--- config.mk ---
export PLATFORM = sky130hd
export DESIGN_NAME = stx_rts_sequencer
export DESIGN_NICKNAME = d
export VERILOG_FILES = /design/src/rtl/stx_pkg.sv /design/src/rtl/stx_cts_front.sv /design/src/rtl/stx_bit_shifter.sv /design/src/rtl/stx_rts_sequencer.sv
export SDC_FILE = /design/constraint.sdc
export NUM_CORES = 1
export LEC_CHECK = 0
export BUFFER_PORTS_ARGS = -buffer_cell sky130_fd_sc_hd__buf_2
export CAP_MARGIN = 30
export CORE_ASPECT_RATIO = 1.2
export CORE_MARGIN = 2
export CORE_UTILIZATION = 58
export CTS_CLUSTER_SIZE = 16
export DETAILED_ROUTE_END_ITERATION = 6
export PLACE_DENSITY = 0.84
export SYNTH_ARGS = -nofsm -noshare
export SYNTH_HDL_FRONTEND = slang
export SYNTH_HIERARCHICAL = 1
export SYNTH_SLANG_ARGS = --single-unit
export TNS_END_PERCENT = 100
--- constraint.sdc ---
create_clock -name clk -period 6 [get_ports clk]
set_input_delay 1.5 -clock clk [delete_from_list [all_inputs] [get_ports clk]]
set_output_delay 1.5 -clock clk [all_outputs]
set_load 0.01 [all_outputs]
--- src/rtl/stx_pkg.sv ---
package stx_pkg;

    typedef enum logic [2:0] {
        ST_IDLE,
        ST_WAIT_CTS,
        ST_OPEN,
        ST_DATA,
        ST_CLOSE,
        ST_TAIL
    } stx_state_e;

    typedef enum logic [1:0] {
        SH_HOLD,
        SH_SHIFT,
        SH_RELOAD,
        SH_START
    } sh_op_e;

endpackage

--- src/rtl/stx_cts_front.sv ---
module stx_cts_front #(
    parameter int STAGES = 2
) (
    input  logic clk,
    input  logic rst_n,
    input  logic cts_in,
    input  logic cts_direct,
    input  logic cts_force,
    output logic cts_ok
);
    logic [STAGES-1:0] pipe;
    logic              cts_seen;

    always_ff @(posedge clk or negedge rst_n) begin
        if (!rst_n) begin
            pipe <= '0;
        end else begin
            pipe <= {pipe[STAGES-2:0], cts_in};
        end
    end

    generate
        if (STAGES > 0) begin : g_sync_path
            always_comb begin
                cts_seen = cts_direct ? cts_in : pipe[STAGES-1];
            end
        end
    endgenerate

    always_comb begin
        cts_ok = cts_force | cts_seen;
    end

endmodule

--- src/rtl/stx_bit_shifter.sv ---
module stx_bit_shifter
    import stx_pkg::*;
#(
    parameter int W = 8
) (
    input  logic         clk,
    input  logic         rst_n,
    input  sh_op_e       op,
    input  logic [W-1:0] load_val,
    output logic         bit_out,
    output logic         byte_end
);
    localparam int CW = (W > 2) ? $clog2(W) : 1;
    localparam logic [CW-1:0] LAST_IDX = CW'(W - 1);

    logic [W-1:0]  sh;
    logic [CW-1:0] cnt;

    // A START sends the new byte's MSB at once; every other op sends the held MSB.
    always_comb begin
        bit_out  = (op == SH_START) ? load_val[W-1] : sh[W-1];
        byte_end = (cnt == LAST_IDX);
    end

    always_ff @(posedge clk or negedge rst_n) begin
        if (!rst_n) begin
            sh  <= '0;
            cnt <= '0;
        end else begin
            unique case (op)
                SH_HOLD: begin
                    sh  <= sh;
                    cnt <= cnt;
                end
                SH_SHIFT: begin
                    sh  <= sh << 1;
                    cnt <= byte_end ? '0 : cnt + CW'(1);
                end
                SH_RELOAD: begin
                    sh  <= load_val;
                    cnt <= '0;
                end
                SH_START: begin
                    sh  <= load_val << 1;
                    cnt <= CW'(1);
                end
                default: begin
                    sh  <= sh;
                    cnt <= cnt;
                end
            endcase
        end
    end

endmodule

--- src/rtl/stx_rts_sequencer.sv ---
module stx_rts_sequencer
    import stx_pkg::*;
#(
    parameter int BYTE_W      = 8,
    parameter int SYNC_STAGES = 2
) (
    input  logic              clk,
    input  logic              rst_n,
    input  logic              tx_fall,
    input  logic              fifo_valid,
    input  logic [BYTE_W-1:0] fifo_data,
    input  logic              fifo_last,
    output logic              fifo_pop,
    input  logic              cts,
    input  logic              cts_direct,
    input  logic              cts_force,
    input  logic [BYTE_W-1:0] flag_pattern,
    output logic              txd,
    output logic              rts,
    output logic              cts_lost
);
    stx_state_e        st, st_nx;
    sh_op_e            op;
    logic [BYTE_W-1:0] load_val;
    logic              bit_out, byte_end, cts_ok;
    logic              last_q, last_nx;
    logic              txd_nx, rts_nx, lost_set, lost_clr;

    stx_cts_front #(.STAGES(SYNC_STAGES)) u_cts (
        .clk        (clk),
        .rst_n      (rst_n),
        .cts_in     (cts),
        .cts_direct (cts_direct),
        .cts_force  (cts_force),
        .cts_ok     (cts_ok)
    );

    stx_bit_shifter #(.W(BYTE_W)) u_shift (
        .clk      (clk),
        .rst_n    (rst_n),
        .op       (op),
        .load_val (load_val),
        .bit_out  (bit_out),
        .byte_end (byte_end)
    );

    // Next state, shifter control and next output values; all moves wait for a strobe.
    always_comb begin
        st_nx    = st;
        op       = SH_HOLD;
        load_val = flag_pattern;
        last_nx  = last_q;
        fifo_pop = 1'b0;
        txd_nx   = txd;
        rts_nx   = rts;
        lost_set = 1'b0;
        lost_clr = 1'b0;
        if (tx_fall) begin
            unique case (st)
                ST_IDLE: begin
                    txd_nx = 1'b1;
                    rts_nx = 1'b0;
                    if (fifo_valid) begin
                        rts_nx = 1'b1;
                        if (cts_ok) begin
                            op       = SH_START;
                            txd_nx   = bit_out;
                            lost_clr = 1'b1;
                            st_nx    = ST_OPEN;
                        end else begin
                            st_nx = ST_WAIT_CTS;
                        end
                    end
                end
                ST_WAIT_CTS: begin
                    if (cts_ok) begin
                        op       = SH_START;
                        txd_nx   = bit_out;
                        lost_clr = 1'b1;
                        st_nx    = ST_OPEN;
                    end
                end
                ST_OPEN, ST_DATA: begin
                    if (!cts_ok) begin
                        // Abort: closing pattern begins on this very strobe.
                        op       = SH_START;
                        txd_nx   = bit_out;
                        lost_set = 1'b1;
                        st_nx    = ST_CLOSE;
                    end else begin
                        txd_nx = bit_out;
                        if (!byte_end) begin
                            op = SH_SHIFT;
                        end else if (st == ST_DATA && last_q) begin
                            op    = SH_RELOAD;
                            st_nx = ST_CLOSE;
                        end else if (fifo_valid) begin
                            op       = SH_RELOAD;
                            load_val = fifo_data;
                            fifo_pop = 1'b1;
                            last_nx  = fifo_last;
                            st_nx    = ST_DATA;
                        end else begin
                            // Underrun: pattern repeated as fill.
                            op      = SH_RELOAD;
                            last_nx = 1'b0;
                        end
                    end
                end
                ST_CLOSE: begin
                    txd_nx = bit_out;
                    op     = SH_SHIFT;
                    if (byte_end) begin
                        st_nx = ST_TAIL;
                    end
                end
                ST_TAIL: begin
                    txd_nx = 1'b1;
                    rts_nx = 1'b0;
                    st_nx  = ST_IDLE;
                end
                default: begin
                    st_nx = ST_IDLE;
                end
            endcase
        end
    end

    always_ff @(posedge clk or negedge rst_n) begin
        if (!rst_n) begin
            st     <= ST_IDLE;
            last_q <= 1'b0;
        end else begin
            st     <= st_nx;
            last_q <= last_nx;
        end
    end

    always_ff @(posedge clk or negedge rst_n) begin
        if (!rst_n) begin
            txd      <= 1'b1;
            rts      <= 1'b0;
            cts_lost <= 1'b0;
        end else begin
            txd <= txd_nx;
            rts <= rts_nx;
            if (lost_set) begin
                cts_lost <= 1'b1;
            end else if (lost_clr) begin
                cts_lost <= 1'b0;
            end
        end
    end

endmodule

# After elaboration in Yosys (flattened, before gate mapping)

Index checks and enable logic that the tools add are counted.
W data, S select, Z words.

Memories: 0
Output and inout bits: 4
Bits in read-only memories: 0
Bits in latches: 0
Memory bits (writable): 0
Flip-flop bits (word level): 20
Input port bits: 24
Word-level logic and storage cells: 84

Div/mod/pow operators: 0
Reduce and logical (&&, ||, !) cells: 12
Shift-type cells: 0
$lt $le $gt $ge: 0
Eq/ne operators: 14
Add/subtract/negate cells: 1
Multiplexer cells: 47
Bitwise operators: 2
Multipliers: 0

Operators with widths:

| operator              | number |
|---|---|
| $mux W8               | 6 |
| $mux W3               | 8 |
| $pmux W8 S3           | 1 |
| $mux W1               | 20 |
| $mux W2               | 6 |
| $pmux W3 S4           | 1 |
| $eq A3 B3 Y1 const B  | 3 |
| $pmux W3 S3           | 1 |
| $pmux W2 S4           | 1 |
| $eq A3 B2 Y1 const B  | 2 |
| $ne A2 B2 Y1 const B  | 3 |
| $reduce_and A6 Y1     | 1 |
| $reduce_and A5 Y1     | 1 |
| $eq A2 B2 Y1 const B  | 2 |
| $ne A4 B4 Y1 const B  | 1 |
| $pmux W1 S2           | 2 |
| $pmux W1 S4           | 1 |
| $reduce_bool A2 Y1    | 2 |
| $reduce_bool A4 Y1    | 1 |
| $add A3 B1 Y3 const B | 1 |
| $eq A3 B1 Y1 const B  | 1 |
| $logic_not A3 Y1      | 1 |
| $ne A3 B3 Y1 const B  | 1 |
| $reduce_and A3 Y1     | 1 |
| 8 further kinds       | 8 |

# Depth between registers and ports, before layout

Depth in word-level cells: 11
Gate-level depth with buffers: 13
Depth with buffers taken out: 10

# Modules after synthesis

Netlist, hierarchy kept.

By module, submodules not included:

| module            | seq. area each (µm²) | instances | cells each | area each (µm²) |
|---|---|---|---|---|
| stx_rts_sequencer | 176.4                | 1         | 77         | 704.4 |
| stx_bit_shifter   | 275.3                | 1         | 35         | 585.6 |
| stx_cts_front     | 50.0                 | 1         | 4          | 65.1 |

# Least setup slack after synthesis

OpenSTA, ideal clock, no wires.

Kind: input-to-output
Start point: in cts_direct
End point: out fifo_pop
Slack: 1.972 ns
Arrival time: 2.528 ns
Data required time: 4.500 ns
Buffers on the path: 1
Cell stages on the path: 7
Path through: nor2b_1 > a211o_1 > buf_6 > a21bo_4 > nor3_4 > nand2_4 > inv_1

Longest elaborated chain between the ends: 5

RTL lines:

| item             | RTL line                | text |
|---|---|---|
| start, declared  | stx_rts_sequencer.sv:15 | `input logic cts_direct,` |
| $mux W1          | stx_cts_front.sv:25     | `cts_seen = cts_direct ? cts_in : pipe[STAGES-1];` |
| $or A1 B1 Y1     | stx_cts_front.sv:31     | `cts_ok = cts_force \| cts_seen;` |
| named net cts_ok | stx_rts_sequencer.sv:25 | `logic bit_out, byte_end, cts_ok;` |
| $mux W1          | stx_rts_sequencer.sv:84 | `if (!cts_ok) begin` |
| $mux W1          | stx_rts_sequencer.sv:59 | `unique case (st)` |
| $mux W1          | stx_rts_sequencer.sv:58 | `if (tx_fall) begin` |
| end, declared    | stx_rts_sequencer.sv:13 | `output logic fifo_pop,` |

The timed path passes the listed nets, and every way through them passes these cells.

# Final worst setup path

Same ends and word-level chain as after synthesis.

==> impl_metrics.json <==
{
  "hold_buffers": 0,
  "grt_pass1_vias": 992,
  "ir_worst_vdd_mv": 0.2518,
  "hold_viol": 0,
  "first_pass_iters": 4,
  "synth_enable_flop_cells": 0,
  "synth.mux.area_fraction": 0.2641,
  "cts_resized": 0,
  "synth_adder_area_share": 0.01847,
  "min_period_over_period": 0.7308,
  "synthXorXnorAreaFrac": 0,
  "cts_setup_buffers": 0,
  "place_ws_ns": 1.632,
  "cp_max_fo": 10,
  "swShare": 0.3538,
  "endpoint_kind": "output pin",
  "ys_ff_latch": 20,
  "maxCapViolations": 0,
  "start_util": 0.6000,
  "cts_tree": "yes",
  "tns_ns": 0,
  "power.switching_uw": 220.3,
  "gp_congestion": 0.8460,
  "overflow": 0,
  "chipWidth_um": 48.13,
  "grt_pass1_wl_um": 4457,
  "die-area_um2": 2741,
  "rsz0062_at_grt": "false",
  "relSlewSlack": 0.3679,
  "hold_start": "u_cts/pipe[0]",
  "status": "completed",
  "crit_path_max_incr_delay_ns": 0.29,
  "track_usage": 0.2293,
  "synth_compound_area_frac": 0.1330,
  "leakage_uw": 0.0007323,
  "ant_nets": 0,
  "min_period_ns": 4.385,
  "path_clk_slew_ns": 0.10,
  "hp-class": "reg -> reg",
  "nNetsFinal": 167,
  "drv_slew": 0,
  "via_per_inst": 5.784,
  "worst-setup-path-type": "in -> out",
  "worstSetupStartpointType": "input pin",
  "p_clk_frac": 0.176,
  "synthTopCellsByArea": "dfrtp_1, mux2_4, mux4_1",
  "antenna_found_initial": 0,
  "htree_num_levels": 1,
  "setup_violations": 0,
  "path_cells": "buf_2 -> nor2b_1 -> a211o_1 -> a21bo_4 -> nor3_4 -> nand2_4 -> inv_1 -> buf_2",
  "cts_buffers": 3,
  "grt_start_max_net_pins": 21,
  "syn_area_um2": 1355,
  "yosys.area_share.simple": 0.1597,
  "ys_seq_area_frac": 0.3703,
  "netlist.area_leader.share": 0.3509,
  "cp_data_arrival_time_ns": 2.88,
  "worstMarginPinSlew_ns": 0.9447,
  "internal-power_uw": 402.4,
  "setup_slack_ns": 1.615,
  "comb_power_share": 0.413,
  "yosys.area.top_type": "dfrtp_1",
  "crit_start": "cts_direct",
  "cts_sinks": 20,
  "synth_top_family_by_area": "multiplexers",
  "std_cell_rows": 19,
  "diodes": 0,
  "drive_gt1_frac": 0.3786,
  "cp_top_family": "compound AO/OA/AOI/OAI gates",
  "root_buffer": "clkbuf_4",
  "synth-main-ff-cell": "dfrtp_1",
  "remaining_drc_errors": 0,
  "async_flop_share": 1.000,
  "dpl_cell_area_um2": 1474,
  "vias": 989,
  "port-buffer-count": 27,
  "reg2reg_from": "u_shift/cnt[0]",
  "io_pins": 28,
  "clockBufferDepth": 2,
  "cp_common_cell": "buf_2",
  "crit_slowest_cell": "a21bo_4",
  "total_power_uw": 622.6,
  "yosysUniqueCellTypes": 42,
  "syn_inst": 116,
  "fillerInstances": 183,
  "powerDensity_nw_per_um2": 407.9,
  "worst-path-buf-inv": 3,
  "ys_warn_count": 6,
  "required_ns": 4.50,
  "fmaxAchievable_ghz": 0.2281,
  "wl_per_cell_um": 15.16,
  "fin_skew_ns": 0.01121,
  "synth_nets": 142,
  "area_delta_synth_final_pct": 12.65,
  "wl_um": 2593,
  "avgSynthCellArea_um2": 11.68,
  "die_h_um": 56.95,
  "clock_latency_ns": 0.31,
  "post-dp-hpwl_um": 1906,
  "pwr-share-seq": 0.411,
  "core-area_um2": 2258,
  "fin_area_um2": 1526,
  "drt_iter0_drc": 35
}
==> final timing paths <==
check | endpoint | slack, ns | depth (start not counted)
min in group asynchronous | u_shift/cnt[0] | 1.11 | 1
max in group asynchronous | txd | 4.54 | 1
worst min register to register | u_cts/pipe[1] | 0.39 | 0
worst max-delay path | fifo_pop | 1.62 | 8
worst min-delay path | u_cts/pipe[1] | 0.39 | 0
worst max register to register | txd | 3.29 | 9
==> power groups by stage <==
| stage | clock network [uW] | registers (uW) | logic [uW] |
|---|---|---|---|
| global route | 118 | 265 | 286 |
| CTS | 113 | 255 | 260 |
| floorplan | 0 | 225 | 242 |
| detailed placement | 0 | 257 | 258 |
| global placement | 0 | 253 | 247 |
| finish | 109 | 256 | 257 |
==> metrics by stage <==
step,utilization,hold WS (ns),cells
2_1_floorplan,-,0.3312,116
6_report,0.6759,0.3858,171
4_1_cts,0.6759,0.3878,171
5_1_grt,0.6759,0.3945,171
3_3_place_gp,0.6526,0.3514,167
3_5_place_dp,0.6526,0.3496,167
==> sequential cells by signal, summed over array words and instances (netlist names) <==
register,cells
rts,1
u_shift/cnt,3
last_q,1
st,3
txd,1
u_cts/pipe,2
cts_lost,1
u_shift/sh,8
==> cell families after synthesis <==
kind of cell | Yosys count
muxes | 21
adders and majority gates | 2
AOI/OAI and AO/OA | 24
buffers and inverters | 11
DFF | 20
and+or+nand+nor | 38
==> final cells by class <==
class                   count  area [um^2]  area share
multi-input cells          85        779.5      0.5107
well taps                  31        38.79     0.02541
clock buffers               3        22.52     0.01475
clock inverters             1        30.03     0.01967
flip-flops and latches     20        501.7      0.3287
inverters                   3        11.26    0.007377
repair buffers             28        142.6     0.09344
==> metal layers <==
metal,track usage,up-vias,share of wire
li1,-,471,-
met1,0.3340,469,0.43
met2,0.3162,39,0.49
met3,0.03797,10,0.046
met4,0.1351,0,0.035
met5,0,-,0
==> cell usage in the layout, fill, tap and decap left out, drive strengths merged <==
cell	instances
buf	28
dfrtp	19
mux2	12
nor2	9
nand2	8
o21ai	7
mux4	7
nand2b	6
a21oi	6
nand3	5
inv	3
nor2b	3
clkbuf	3
nand3b	2
mux2i	2
ha	2
a21bo	2
nor3	2
or2	1
o31ai	1
a2111oi	1
or3b	1
o211ai	1
a221oi	1
nor3b	1
o21a	1
o22a	1
bufinv	1
dfstp	1
a211o	1
o21bai	1
a22o	1
==> synth_stat cells (2+ instances only) <==
| library cell | count |
|---|---|
| dfrtp_1 | 19 |
| nor2_1 | 9 |
| mux2_4 | 8 |
| nand2_1 | 7 |
| nand2b_1 | 6 |
| a21oi_1 | 5 |
| nand3_1 | 5 |
| o21ai_0 | 5 |
| mux4_1 | 4 |
| inv_1 | 3 |
| mux2_1 | 3 |
| mux4_2 | 3 |
| nor2b_1 | 3 |
| buf_2 | 2 |
| buf_6 | 2 |
| clkbuf_1 | 2 |
| ha_1 | 2 |
| mux2i_1 | 2 |
| nand3b_1 | 2 |
| o21ai_1 | 2 |
(Power assumes the default switching activity.)
